**config.mk**
```make
export PLATFORM = sky130hd
export DESIGN_NAME = dgasm_top
export DESIGN_NICKNAME = d
export VERILOG_FILES = /design/src/rtl/dgasm_pkg.sv /design/src/rtl/dga_table.sv /design/src/rtl/dga_bitsel.sv /design/src/rtl/dga_seq.sv /design/src/rtl/dgasm_top.sv
export SDC_FILE = /design/constraint.sdc
export NUM_CORES = 1
export LEC_CHECK = 0
export ABC_CLOCK_PERIOD_IN_PS = 8910
export BUFFER_PORTS_ARGS = -buffer_cell sky130_fd_sc_hd__buf_4
export CORE_ASPECT_RATIO = 1.75
export CORE_MARGIN = 5
export CORE_UTILIZATION = 48
export CTS_BUF_LIST = sky130_fd_sc_hd__clkbuf_2 sky130_fd_sc_hd__clkbuf_4 sky130_fd_sc_hd__clkbuf_8
export DETAILED_ROUTE_END_ITERATION = 8
export SLEW_MARGIN = 10
export SYNTH_ARGS = -nofsm -noshare
export SYNTH_HDL_FRONTEND = slang
export SYNTH_SLANG_ARGS = --single-unit
```
**constraint.sdc**
```tcl
create_clock -name clk -period 8.91 [get_ports clk]
set_input_delay 0.4455 -clock clk [delete_from_list [all_inputs] [get_ports clk]]
set_output_delay 0.4455 -clock clk [all_outputs]
set_load 0.01 [all_outputs]
```
**src/rtl/dgasm_pkg.sv**
```systemverilog
package dgasm_pkg;

  localparam int CODE_W = 4;

  typedef enum logic [CODE_W-1:0] {
    SRC_ZERO = 4'd0,
    SRC_ONE  = 4'd1,
    SRC_PHA  = 4'd2,
    SRC_PHB  = 4'd3,
    SRC_FDA  = 4'd4,
    SRC_FDB  = 4'd5,
    SRC_DA2  = 4'd6,
    SRC_DA3  = 4'd7,
    SRC_DA4  = 4'd8,
    SRC_DA5  = 4'd9,
    SRC_DB2  = 4'd10,
    SRC_DB3  = 4'd11,
    SRC_DB4  = 4'd12,
    SRC_DB5  = 4'd13,
    SRC_NEXT = 4'd14,
    SRC_END  = 4'd15
  } src_e;

  typedef enum logic [2:0] {
    ST_IDLE,
    ST_FETCH,
    ST_LOW,
    ST_HIGH,
    ST_TAIL
  } seq_st_e;

endpackage

```
**src/rtl/dga_table.sv**
```systemverilog
module dga_table
  import dgasm_pkg::*;
#(
  parameter int DEPTH = 64
) (
  input  logic                          clk,
  input  logic                          rst_n,
  input  logic                          wr_en,
  input  logic                          rd_en,
  input  logic [$clog2(DEPTH/2)-1:0]    pair_idx,
  input  logic [2*CODE_W-1:0]           wdata,
  output logic [2*CODE_W-1:0]           rdata,
  output logic                          rvalid,
  input  logic [$clog2(DEPTH)-1:0]      seq_idx,
  output src_e                          seq_code
);

  localparam int PAIRS = DEPTH / 2;
  localparam int IDX_W = $clog2(DEPTH);

  logic [2*CODE_W-1:0] pair_q [PAIRS];
  logic [2*CODE_W-1:0] seq_pair;

  // Host side: pair-granular writes, registered pair reads.
  always_ff @(posedge clk or negedge rst_n) begin
    if (!rst_n) begin
      for (int p = 0; p < PAIRS; p++) pair_q[p] <= {2{SRC_END}};
      rdata  <= '0;
      rvalid <= 1'b0;
    end else begin
      if (wr_en) pair_q[pair_idx] <= wdata;
      rvalid <= rd_en;
      if (rd_en) rdata <= pair_q[pair_idx];
    end
  end

  // Sequencer side: single-entry combinational read.
  assign seq_pair = pair_q[seq_idx[IDX_W-1:1]];
  assign seq_code = src_e'(seq_idx[0] ? seq_pair[2*CODE_W-1:CODE_W]
                                      : seq_pair[CODE_W-1:0]);

endmodule

```
**src/rtl/dga_bitsel.sv**
```systemverilog
module dga_bitsel
  import dgasm_pkg::*;
#(
  parameter int M      = 3,
  parameter int DAC_W  = 6,
  parameter int MIDX_W = 2
) (
  input  src_e                  code,
  input  logic [MIDX_W-1:0]     motor,
  input  logic [M-1:0]          ph_a,
  input  logic [M-1:0]          ph_b,
  input  logic [M-1:0]          fd_a,
  input  logic [M-1:0]          fd_b,
  input  logic [M*DAC_W-1:0]    da,
  input  logic [M*DAC_W-1:0]    db,
  output logic                  bit_o
);

  localparam int SENT = 4;
  localparam int LOSB = DAC_W - SENT;

  // One 16-wide lane per motor, indexed directly by the source code.
  logic [15:0] lane [M];

  for (genvar m = 0; m < M; m++) begin : g_lane
    assign lane[m] = {2'b00,
                      db[m*DAC_W+LOSB +: SENT],
                      da[m*DAC_W+LOSB +: SENT],
                      fd_b[m], fd_a[m], ph_b[m], ph_a[m],
                      1'b1, 1'b0};
  end

  always_comb begin
    bit_o = 1'b0;
    for (int m = 0; m < M; m++) begin
      if (motor == MIDX_W'(m)) bit_o = lane[m][code];
    end
    if (code == SRC_ZERO) bit_o = 1'b0;
    if (code == SRC_ONE)  bit_o = 1'b1;
  end

endmodule

```
**src/rtl/dga_seq.sv**
```systemverilog
module dga_seq
  import dgasm_pkg::*;
#(
  parameter int DEPTH  = 64,
  parameter int M      = 3,
  parameter int HALF   = 2,
  parameter int MIDX_W = 2
) (
  input  logic                      clk,
  input  logic                      rst_n,
  input  logic                      start,
  input  src_e                      code,
  input  logic                      bit_i,
  output logic [$clog2(DEPTH)-1:0]  idx_o,
  output logic [MIDX_W-1:0]         motor_o,
  output logic                      launch_o,
  output logic                      busy_o,
  output logic                      cs_n_o,
  output logic                      sck_o,
  output logic                      sdo_o
);

  localparam int IDX_W = $clog2(DEPTH);
  localparam int PTR_W = IDX_W + 1;
  localparam int CNT_W = $clog2(HALF + 1);
  localparam logic [CNT_W-1:0] CNT_LAST = CNT_W'(HALF - 1);

  seq_st_e          st_q;
  logic [PTR_W-1:0] ptr_q;
  logic [CNT_W-1:0] cnt_q;
  logic             ptr_done;

  assign idx_o    = ptr_q[IDX_W-1:0];
  assign ptr_done = (ptr_q == PTR_W'(DEPTH));
  assign busy_o   = (st_q != ST_IDLE);
  assign launch_o = start && (st_q == ST_IDLE);

  always_ff @(posedge clk or negedge rst_n) begin
    if (!rst_n) begin
      st_q    <= ST_IDLE;
      ptr_q   <= '0;
      cnt_q   <= '0;
      motor_o <= '0;
      cs_n_o  <= 1'b1;
      sck_o   <= 1'b0;
      sdo_o   <= 1'b0;
    end else begin
      unique case (st_q)
        ST_IDLE: begin
          if (start) begin
            cs_n_o  <= 1'b0;
            ptr_q   <= '0;
            motor_o <= '0;
            st_q    <= ST_FETCH;
          end
        end
        ST_FETCH: begin
          if (ptr_done || code == SRC_END) begin
            cnt_q <= '0;
            st_q  <= ST_TAIL;
          end else if (code == SRC_NEXT) begin
            ptr_q <= ptr_q + PTR_W'(1);
            if (motor_o != MIDX_W'(M)) motor_o <= motor_o + MIDX_W'(1);
          end else begin
            sdo_o <= bit_i;
            ptr_q <= ptr_q + PTR_W'(1);
            cnt_q <= '0;
            st_q  <= ST_LOW;
          end
        end
        ST_LOW: begin
          if (cnt_q == CNT_LAST) begin
            sck_o <= 1'b1;
            cnt_q <= '0;
            st_q  <= ST_HIGH;
          end else begin
            cnt_q <= cnt_q + CNT_W'(1);
          end
        end
        ST_HIGH: begin
          if (cnt_q == CNT_LAST) begin
            sck_o <= 1'b0;
            cnt_q <= '0;
            st_q  <= ST_FETCH;
          end else begin
            cnt_q <= cnt_q + CNT_W'(1);
          end
        end
        ST_TAIL: begin
          if (cnt_q == CNT_LAST) begin
            cs_n_o <= 1'b1;
            st_q   <= ST_IDLE;
          end else begin
            cnt_q <= cnt_q + CNT_W'(1);
          end
        end
        default: st_q <= ST_IDLE;
      endcase
    end
  end

endmodule

```
**src/rtl/dgasm_top.sv**
```systemverilog
module dgasm_top
  import dgasm_pkg::*;
#(
  parameter int NUM_MOTORS  = 3,
  parameter int DAC_W       = 6,
  parameter int TBL_DEPTH   = 64,
  parameter int HALF_PERIOD = 2,
  localparam int PAIR_W     = $clog2(TBL_DEPTH / 2),
  localparam int IDX_W      = $clog2(TBL_DEPTH),
  localparam int MIDX_W     = $clog2(NUM_MOTORS + 1),
  localparam int DACS_W     = NUM_MOTORS * DAC_W
) (
  input  logic                  clk,
  input  logic                  rst_n,
  input  logic                  start,
  output logic                  busy,
  input  logic [NUM_MOTORS-1:0] phase_a,
  input  logic [NUM_MOTORS-1:0] phase_b,
  input  logic [NUM_MOTORS-1:0] fdec_a,
  input  logic [NUM_MOTORS-1:0] fdec_b,
  input  logic [DACS_W-1:0]     dac_a,
  input  logic [DACS_W-1:0]     dac_b,
  input  logic                  tbl_wr,
  input  logic                  tbl_rd,
  input  logic [PAIR_W-1:0]     tbl_pair,
  input  logic [2*CODE_W-1:0]   tbl_wdata,
  output logic [2*CODE_W-1:0]   tbl_rdata,
  output logic                  tbl_rvalid,
  output logic                  spi_sck,
  output logic                  spi_sdo,
  output logic                  spi_cs_n
);

  logic [NUM_MOTORS-1:0] s_pha, s_phb, s_fda, s_fdb;
  logic [DACS_W-1:0]     s_da, s_db;
  logic [IDX_W-1:0]      seq_idx;
  logic [MIDX_W-1:0]     motor;
  src_e                  code;
  logic                  sel_bit;
  logic                  launch;

  // Input snapshot taken when a datagram is launched.
  always_ff @(posedge clk or negedge rst_n) begin
    if (!rst_n) begin
      s_pha <= '0; s_phb <= '0; s_fda <= '0; s_fdb <= '0;
      s_da  <= '0; s_db  <= '0;
    end else if (launch) begin
      s_pha <= phase_a; s_phb <= phase_b;
      s_fda <= fdec_a;  s_fdb <= fdec_b;
      s_da  <= dac_a;   s_db  <= dac_b;
    end
  end

  dga_table #(.DEPTH(TBL_DEPTH)) u_tbl (
    .clk      (clk),
    .rst_n    (rst_n),
    .wr_en    (tbl_wr),
    .rd_en    (tbl_rd),
    .pair_idx (tbl_pair),
    .wdata    (tbl_wdata),
    .rdata    (tbl_rdata),
    .rvalid   (tbl_rvalid),
    .seq_idx  (seq_idx),
    .seq_code (code)
  );

  dga_bitsel #(.M(NUM_MOTORS), .DAC_W(DAC_W), .MIDX_W(MIDX_W)) u_sel (
    .code  (code),
    .motor (motor),
    .ph_a  (s_pha),
    .ph_b  (s_phb),
    .fd_a  (s_fda),
    .fd_b  (s_fdb),
    .da    (s_da),
    .db    (s_db),
    .bit_o (sel_bit)
  );

  dga_seq #(.DEPTH(TBL_DEPTH), .M(NUM_MOTORS), .HALF(HALF_PERIOD),
            .MIDX_W(MIDX_W)) u_seq (
    .clk      (clk),
    .rst_n    (rst_n),
    .start    (start),
    .code     (code),
    .bit_i    (sel_bit),
    .idx_o    (seq_idx),
    .motor_o  (motor),
    .launch_o (launch),
    .busy_o   (busy),
    .cs_n_o   (spi_cs_n),
    .sck_o    (spi_sck),
    .sdo_o    (spi_sdo)
  );

endmodule

```
==> results.cfg, run 1 <==
[setup_path]
critPathLaunchType = flop
crit_type = reg2reg
r2r_cells = 10
worstPathArrival_ns = 5.03
crit_fanout = 43
cp-end-kind = flop
cp.required_ns = 9.34

[grt]
grt_pass1_vias = 11680
grt_pass1_wl_mm = 75.62
grt_max_degree = 117
grt_usage_pct = 25.12
grt_antenna_before_repair = 1
grt.overflow.total = 0

[drt]
vias = 11040
vias_per_cell = 6.298
drt-total-wl_mm = 49.81
ant_nets = 0
avgRoutedWirePerCell_um = 28.42
drt-initial-drc-count = 630
drc = 0
drt_first_pass_iters = 6

[sta]
totalNegativeSetupSlack_ns = 0
fmax_ghz = 0.2175
finalHoldViolations = 0
setup_slack_ns = 4.312
tightestPinTransition_ns = 1.221
slew_viol_final = 0
rsz0062_at_grt = false
finalCriticalPeriod_ns = 4.598
fin_crit_sh_pct = 51.61
holdWs_ns = 0.06917
setup_viol_count_final = 0
slew_headroom_pct = 18.46
finClkSkew_ns = 0.03978

[synth]
yosysSeqAreaShare_pct = 48.08
yosys-top-cells-area = dfstp_2 39%, mux2_2 20%, mux4_2 15%, dfrtp_1 8.9%, clkbuf_1 1.4%
synth_area_sq_um = 17220
synth_top_cell_by_area = dfstp_2
synth_edf_count = 0
yosysUniqueCellTypes = 69
yosys-top-cells-count = 313 x mux2_2, 257 x dfstp_2, 116 x mux4_2
async_flop_share_pct = 100.0
yosysMostFrequentCell = mux2_2
synth_nets = 1286
synth_ff_type = dfstp_2
ys_seq_elements = 318
synth_top_area_share_pct = 39.21
avgSynthCellArea_sq_um = 14.21
syn_inst = 1212
yosys_warnings = 0

[outcome]
outcome = finished clean

[clock_network]
cts.sinks = 318
cts_tree = built
post_cts_buffers = 0
cts_inserted_buffers = 51
hold_buffers = 1
cts-root-buf = clkbuf_8
cts_buffer_depth = 3
clk_pin_slew_worst_paths_ns = 0.07
post_cts_resized = 0
htree_levels = 2
clock_latency_ns = 0.61

[place]
place_ws_ns = 4.294
port-buffer-count = 66
place_congestion = 0.8797
dpl.hpwl_mm = 33.63

[die]
coreArea_sq_um = 35410
die_width_um = 153.2
fp.dieH_um = 260.6
rows = 91
start_util_pct = 48.63
die-area_sq_um = 39910
io_pins = 79

[finish]
area_growth_pct = 10.70
num-fill-cells = 2978
seq_area_sq_um = 8284
drive_above_1_share_pct = 67.83
finalNetCount = 1322
multi_input_area_sq_um = 8434

[power]
power.density_nw_per_um2 = 275.4
max-vdd-ir-drop_v = 0.0001211
p_leak_uw = 0.007277

[min_path]
min-delay-path-class = in2reg
hold_depth = 1

[job]
drv_cap = 0
==> critical path, cell delays in order (launching register included) <==
cell	delay (ns)
dfrtp_2	0.72
buf_4	0.69
mux4_2	0.62
a22o_1	0.28
a211oi_1	0.58
a311o_1	0.29
nand2_2	0.23
a41oi_2	0.55
nand4_1	0.19
xor2_1	0.20
nor2_1	0.06
==> logic make-up after synthesis <==
logic type | Yosys count | share of synthesized area (%)
AOI/OAI and AO/OA | 129 | 5.530
xor gates and xnor gates | 5 | 0.2543
adders and majority gates | 8 | 0.5813
buffers and inverters | 112 | 2.950
DFF | 318 | 48.08
muxes | 457 | 37.50
and+or+nand+nor | 183 | 5.108
==> state kept, by name, summed over array words and instances, names as in the netlist <==
register,count
s_fda,3
u_tbl.pair_q,256
u_seq.motor_o,2
s_phb,3
u_seq.sck_o,1
s_fdb,3
s_pha,3
s_da,12
u_seq.ptr_q,7
u_tbl.rvalid,1
u_seq.cs_n_o,1
u_tbl.rdata,8
u_seq.cnt_q,2
u_seq.st_q,3
s_db,12
u_seq.sdo_o,1
==> where the power goes <==
part / total, uW / internal, uW / switching (uW) / leakage [uW]
registers: 2250 / 1950 / 295 / 0.00343
logic: 1650 / 841 / 812 / 0.00327
clock network: 1350 / 750 / 599 / 0.000582
==> metrics by stage <==
stage          util, %  area [sq um]  total power (uW)  instances
2_1_floorplan        -         17220              3401       1212
3_3_place_gp     50.71         17960              3887       1659
3_5_place_dp     50.71         17960              3928       1659
4_1_cts          53.83         19060              5293       1752
5_1_grt          53.83         19060              5500       1753
6_report         53.83         19060              5250       1753
==> routing by layer <==
metal,vias up,routed length (um),global-route usage [%]
met5,-,0,0
met4,0,2561,11.94
met3,101,2099,3.600
met2,336,27210,46.30
met1,5892,17940,28.47
li1,4711,-,-
==> final cells by class <==
type	instances	area share [%]
multi-input combinational	782	44.25
sequential	318	43.46
clock buffer	84	5.343
timing repair buffer	80	3.203
tap	465	3.052
clock inverter	8	0.3873
inverter	15	0.2954
antenna	1	0.01313
==> cell usage in the layout (no fill, tap or decap), types with 6 or more instances in the layout <==
cell type  instances
a21oi_1           22
a221oi_1          14
a22o_1             9
a22oi_1           17
a31oi_1            8
and2_1             7
buf_4             78
clkbuf_4          22
clkbuf_8          62
dfrtp_1           59
dfstp_2          257
ha_1               8
inv_1             14
mux2_2           313
mux2i_1           23
mux4_2           116
nand2_1           43
nand3_1           18
nor2_1            61
nor2b_1            9
nor3_1             8
o21ai_0           14
o221ai_1           6
or3_1              6
==> worst paths after layout <==
check,endpoint,slack (ns),from
setup / recovery,u_seq.ptr_q[5]$_DFFE_PN0P_,4.31,u_seq.ptr_q[1]$_DFFE_PN0P_
min in group asynchronous,u_seq.cnt_q[1]$_DFFE_PN0P_,0.52,rst_n
max in group asynchronous,u_tbl.rdata[2]$_DFFE_PN0P_,6.86,rst_n
hold reg to reg,s_pha[2]$_DFFE_PN0P_,0.51,s_pha[2]$_DFFE_PN0P_
hold / removal,u_tbl.rvalid$_DFF_PN0_,0.07,tbl_rd
setup reg to reg,u_seq.ptr_q[5]$_DFFE_PN0P_,4.31,u_seq.ptr_q[1]$_DFFE_PN0P_
No activity file was read; power rests on OpenSTA's default activity.
==> run 2: changes to the inputs <==
--- a/config.mk
+++ b/config.mk
@@ -5,7 +5,7 @@
 export SDC_FILE = /design/constraint.sdc
 export NUM_CORES = 1
 export LEC_CHECK = 0
-export ABC_CLOCK_PERIOD_IN_PS = 8910
+export ABC_CLOCK_PERIOD_IN_PS = 4710
 export BUFFER_PORTS_ARGS = -buffer_cell sky130_fd_sc_hd__buf_4
 export CORE_ASPECT_RATIO = 1.75
 export CORE_MARGIN = 5
==> constraint.sdc (replaced) <==
create_clock -name clk -period 4.71 [get_ports clk]
set_input_delay 0.2355 -clock clk [delete_from_list [all_inputs] [get_ports clk]]
set_output_delay 0.2355 -clock clk [all_outputs]
set_load 0.01 [all_outputs]
==> run 2 against run 1 <==
  * First-iteration DRC count increased by 14%
  * Utilization increased by 1.9 points
  * Critical path depth unchanged
  * Via count increased by 2.1%
  * Cell count increased by 3.5%
  * Worst hold slack improved by 0.068 ns
  * Design area increased by 3.5%
  * Critical path type unchanged
  * Largest cell class unchanged
  * Largest power group unchanged
==> results.cfg, run 2 (synthesis gave the netlist of run 1 again) <==
[outcome]
outcome = finished clean

[sta]
finalHoldViolations = 0
setup_slack_ns = 0.7807
finClkSkew_ns = 0.01270
finalCriticalPeriod_ns = 3.929
tightestPinTransition_ns = 1.070
totalNegativeSetupSlack_ns = 0
slew_viol_final = 0
fin_crit_sh_pct = 83.42
slew_headroom_pct = 28.38
rsz0062_at_grt = false
fmax_ghz = 0.2545
setup_viol_count_final = 0

[min_path]
hold_depth = 3
min-delay-path-class = in2reg

[clock_network]
hold_buffers = 39
htree_levels = 2
post_cts_resized = 0
cts-root-buf = clkbuf_8
cts_inserted_buffers = 51
cts_buffer_depth = 3
cts.sinks = 318
cts_tree = built
clock_latency_ns = 0.60
post_cts_buffers = 0
clk_pin_slew_worst_paths_ns = 0.06

[finish]
num-fill-cells = 2929
multi_input_area_sq_um = 8434
drive_above_1_share_pct = 66.49
largest_reg_flops = 256
final_cell_area_sq_um = 19740
final_common_cell = mux2_2
final_cell_mix = 313 x mux2_2, 257 x dfstp_2, 116 x mux4_2
seq_area_sq_um = 8284
regMostFlops = u_tbl.pair_q
area_growth_pct = 14.61
reg_top3 = u_tbl.pair_q: 256 flops, s_da: 12 flops, s_db: 12 flops
finalNetCount = 1384

[setup_path]
rrSetupSlack_ns = 0.78
crit_fanout = 27
crit_type = reg2reg
cp_top_family = compound AO/OA/AOI/OAI gates
critPathLaunchType = flop
critPathSlowestCell = dfrtp_4
worstPathArrival_ns = 4.45
cp-end-kind = flop
cp.required_ns = 5.23
r2r_cells = 10
critical_path_buf_inv_count = 1
crit_chain = buf_12 -> mux2i_1 -> o221ai_1 -> a21o_1 -> o311ai_1 -> nand2_2 -> nand3_2 -> nor4b_1 -> o2111ai_1 -> o21ai_1
cp.depth = 10
slowest_delay_ns = 0.79

[drt]
vias_per_cell = 6.209
drt-total-wl_mm = 51.37
drt_first_pass_iters = 5
ant_nets = 0
vias = 11270
avgRoutedWirePerCell_um = 28.30
drt-initial-drc-count = 720
drc = 0

[grt]
grt_usage_pct = 25.89
grt_pass1_vias = 11980
grt_max_degree = 104
grt_pass1_wl_mm = 77.51
grt_antenna_before_repair = 1
grt.overflow.total = 0

[place]
place_ws_ns = 0.8446
place_congestion = 0.9115
dpl.hpwl_mm = 35.06
port-buffer-count = 66
place_area_sq_um = 18200

[power]
power.density_nw_per_um2 = 518.1
max-vdd-ir-drop_v = 0.0002435
power.total_uw = 10220
p_leak_uw = 0.007611

[die]
coreArea_sq_um = 35410
start_util_pct = 48.63
fp.dieH_um = 260.6
rows = 91
io_pins = 79
die_width_um = 153.2
die-area_sq_um = 39910

[job]
drv_cap = 0
-- run 2: cell types whose count changed in the layout (fill, tap and decap cells not counted), sizes merged --
| cell | before | now |
|---|---|---|
| clkinvlp | 2 | 0 |
| clkinv | 5 | 4 |
| buf | 79 | 103 |
| clkbuf | 84 | 88 |
| dlygate4sd3 | 1 | 39 |
| inv | 15 | 14 |
-- run 2: layer usage --
layer	track usage [%]	share of wire, %	up-vias
li1	-	-	4835
met1	29.48	36	5912
met2	45.51	52	388
met3	3.866	4.6	134
met4	16.20	7.3	0
met5	0	0	-
-- run 2: metrics by stage --
step | hold WS (ns) | util, % | cells
finish | 0.1367 | 55.74 | 1815
floorplan | -0.06009 | - | 1212
global placement | 0.3537 | 51.40 | 1683
CTS | 0.08485 | 55.73 | 1814
detailed placement | 0.3440 | 51.40 | 1683
global route | 0.09715 | 55.74 | 1815
-- run 2: cell type report --
cell class	instances	area share, %
timing repair buffer	142	6.251
tap	465	2.948
clock buffer	88	5.566
multi-input combinational	782	42.73
clock inverter	4	0.2282
inverter	15	0.2853
sequential	318	41.97
antenna	1	0.01268
-- run 2: report_power, final --
part / internal (uW) / switching [uW]
Sequential: 3700 / 558
Clock: 1510 / 1140
Combinational: 1720 / 1600
-- run 2: final timing paths --
check	startpoint	end
worst max register to register	u_seq.ptr_q[2]$_DFFE_PN0P_	u_seq.sdo_o$_DFFE_PN0P_
max in group asynchronous	rst_n	u_tbl.pair_q[179]$_DFFE_PN1P_
worst min-delay path	tbl_pair[4]	u_tbl.rdata[2]$_DFFE_PN0P_
worst min register to register	s_da[17]$_DFFE_PN0P_	s_da[17]$_DFFE_PN0P_
worst max-delay path	u_seq.ptr_q[2]$_DFFE_PN0P_	u_seq.sdo_o$_DFFE_PN0P_
min in group asynchronous	rst_n	u_seq.cnt_q[0]$_DFFE_PN0P_
-- run 2: worst min-delay path: cells and delay by family --
family / cells / cell delay, ns
buffers and inverters: 1 / 0.21
AND/OR/NAND/NOR: 1 / 0.14
AO/OA/AOI/OAI: 1 / 0.09
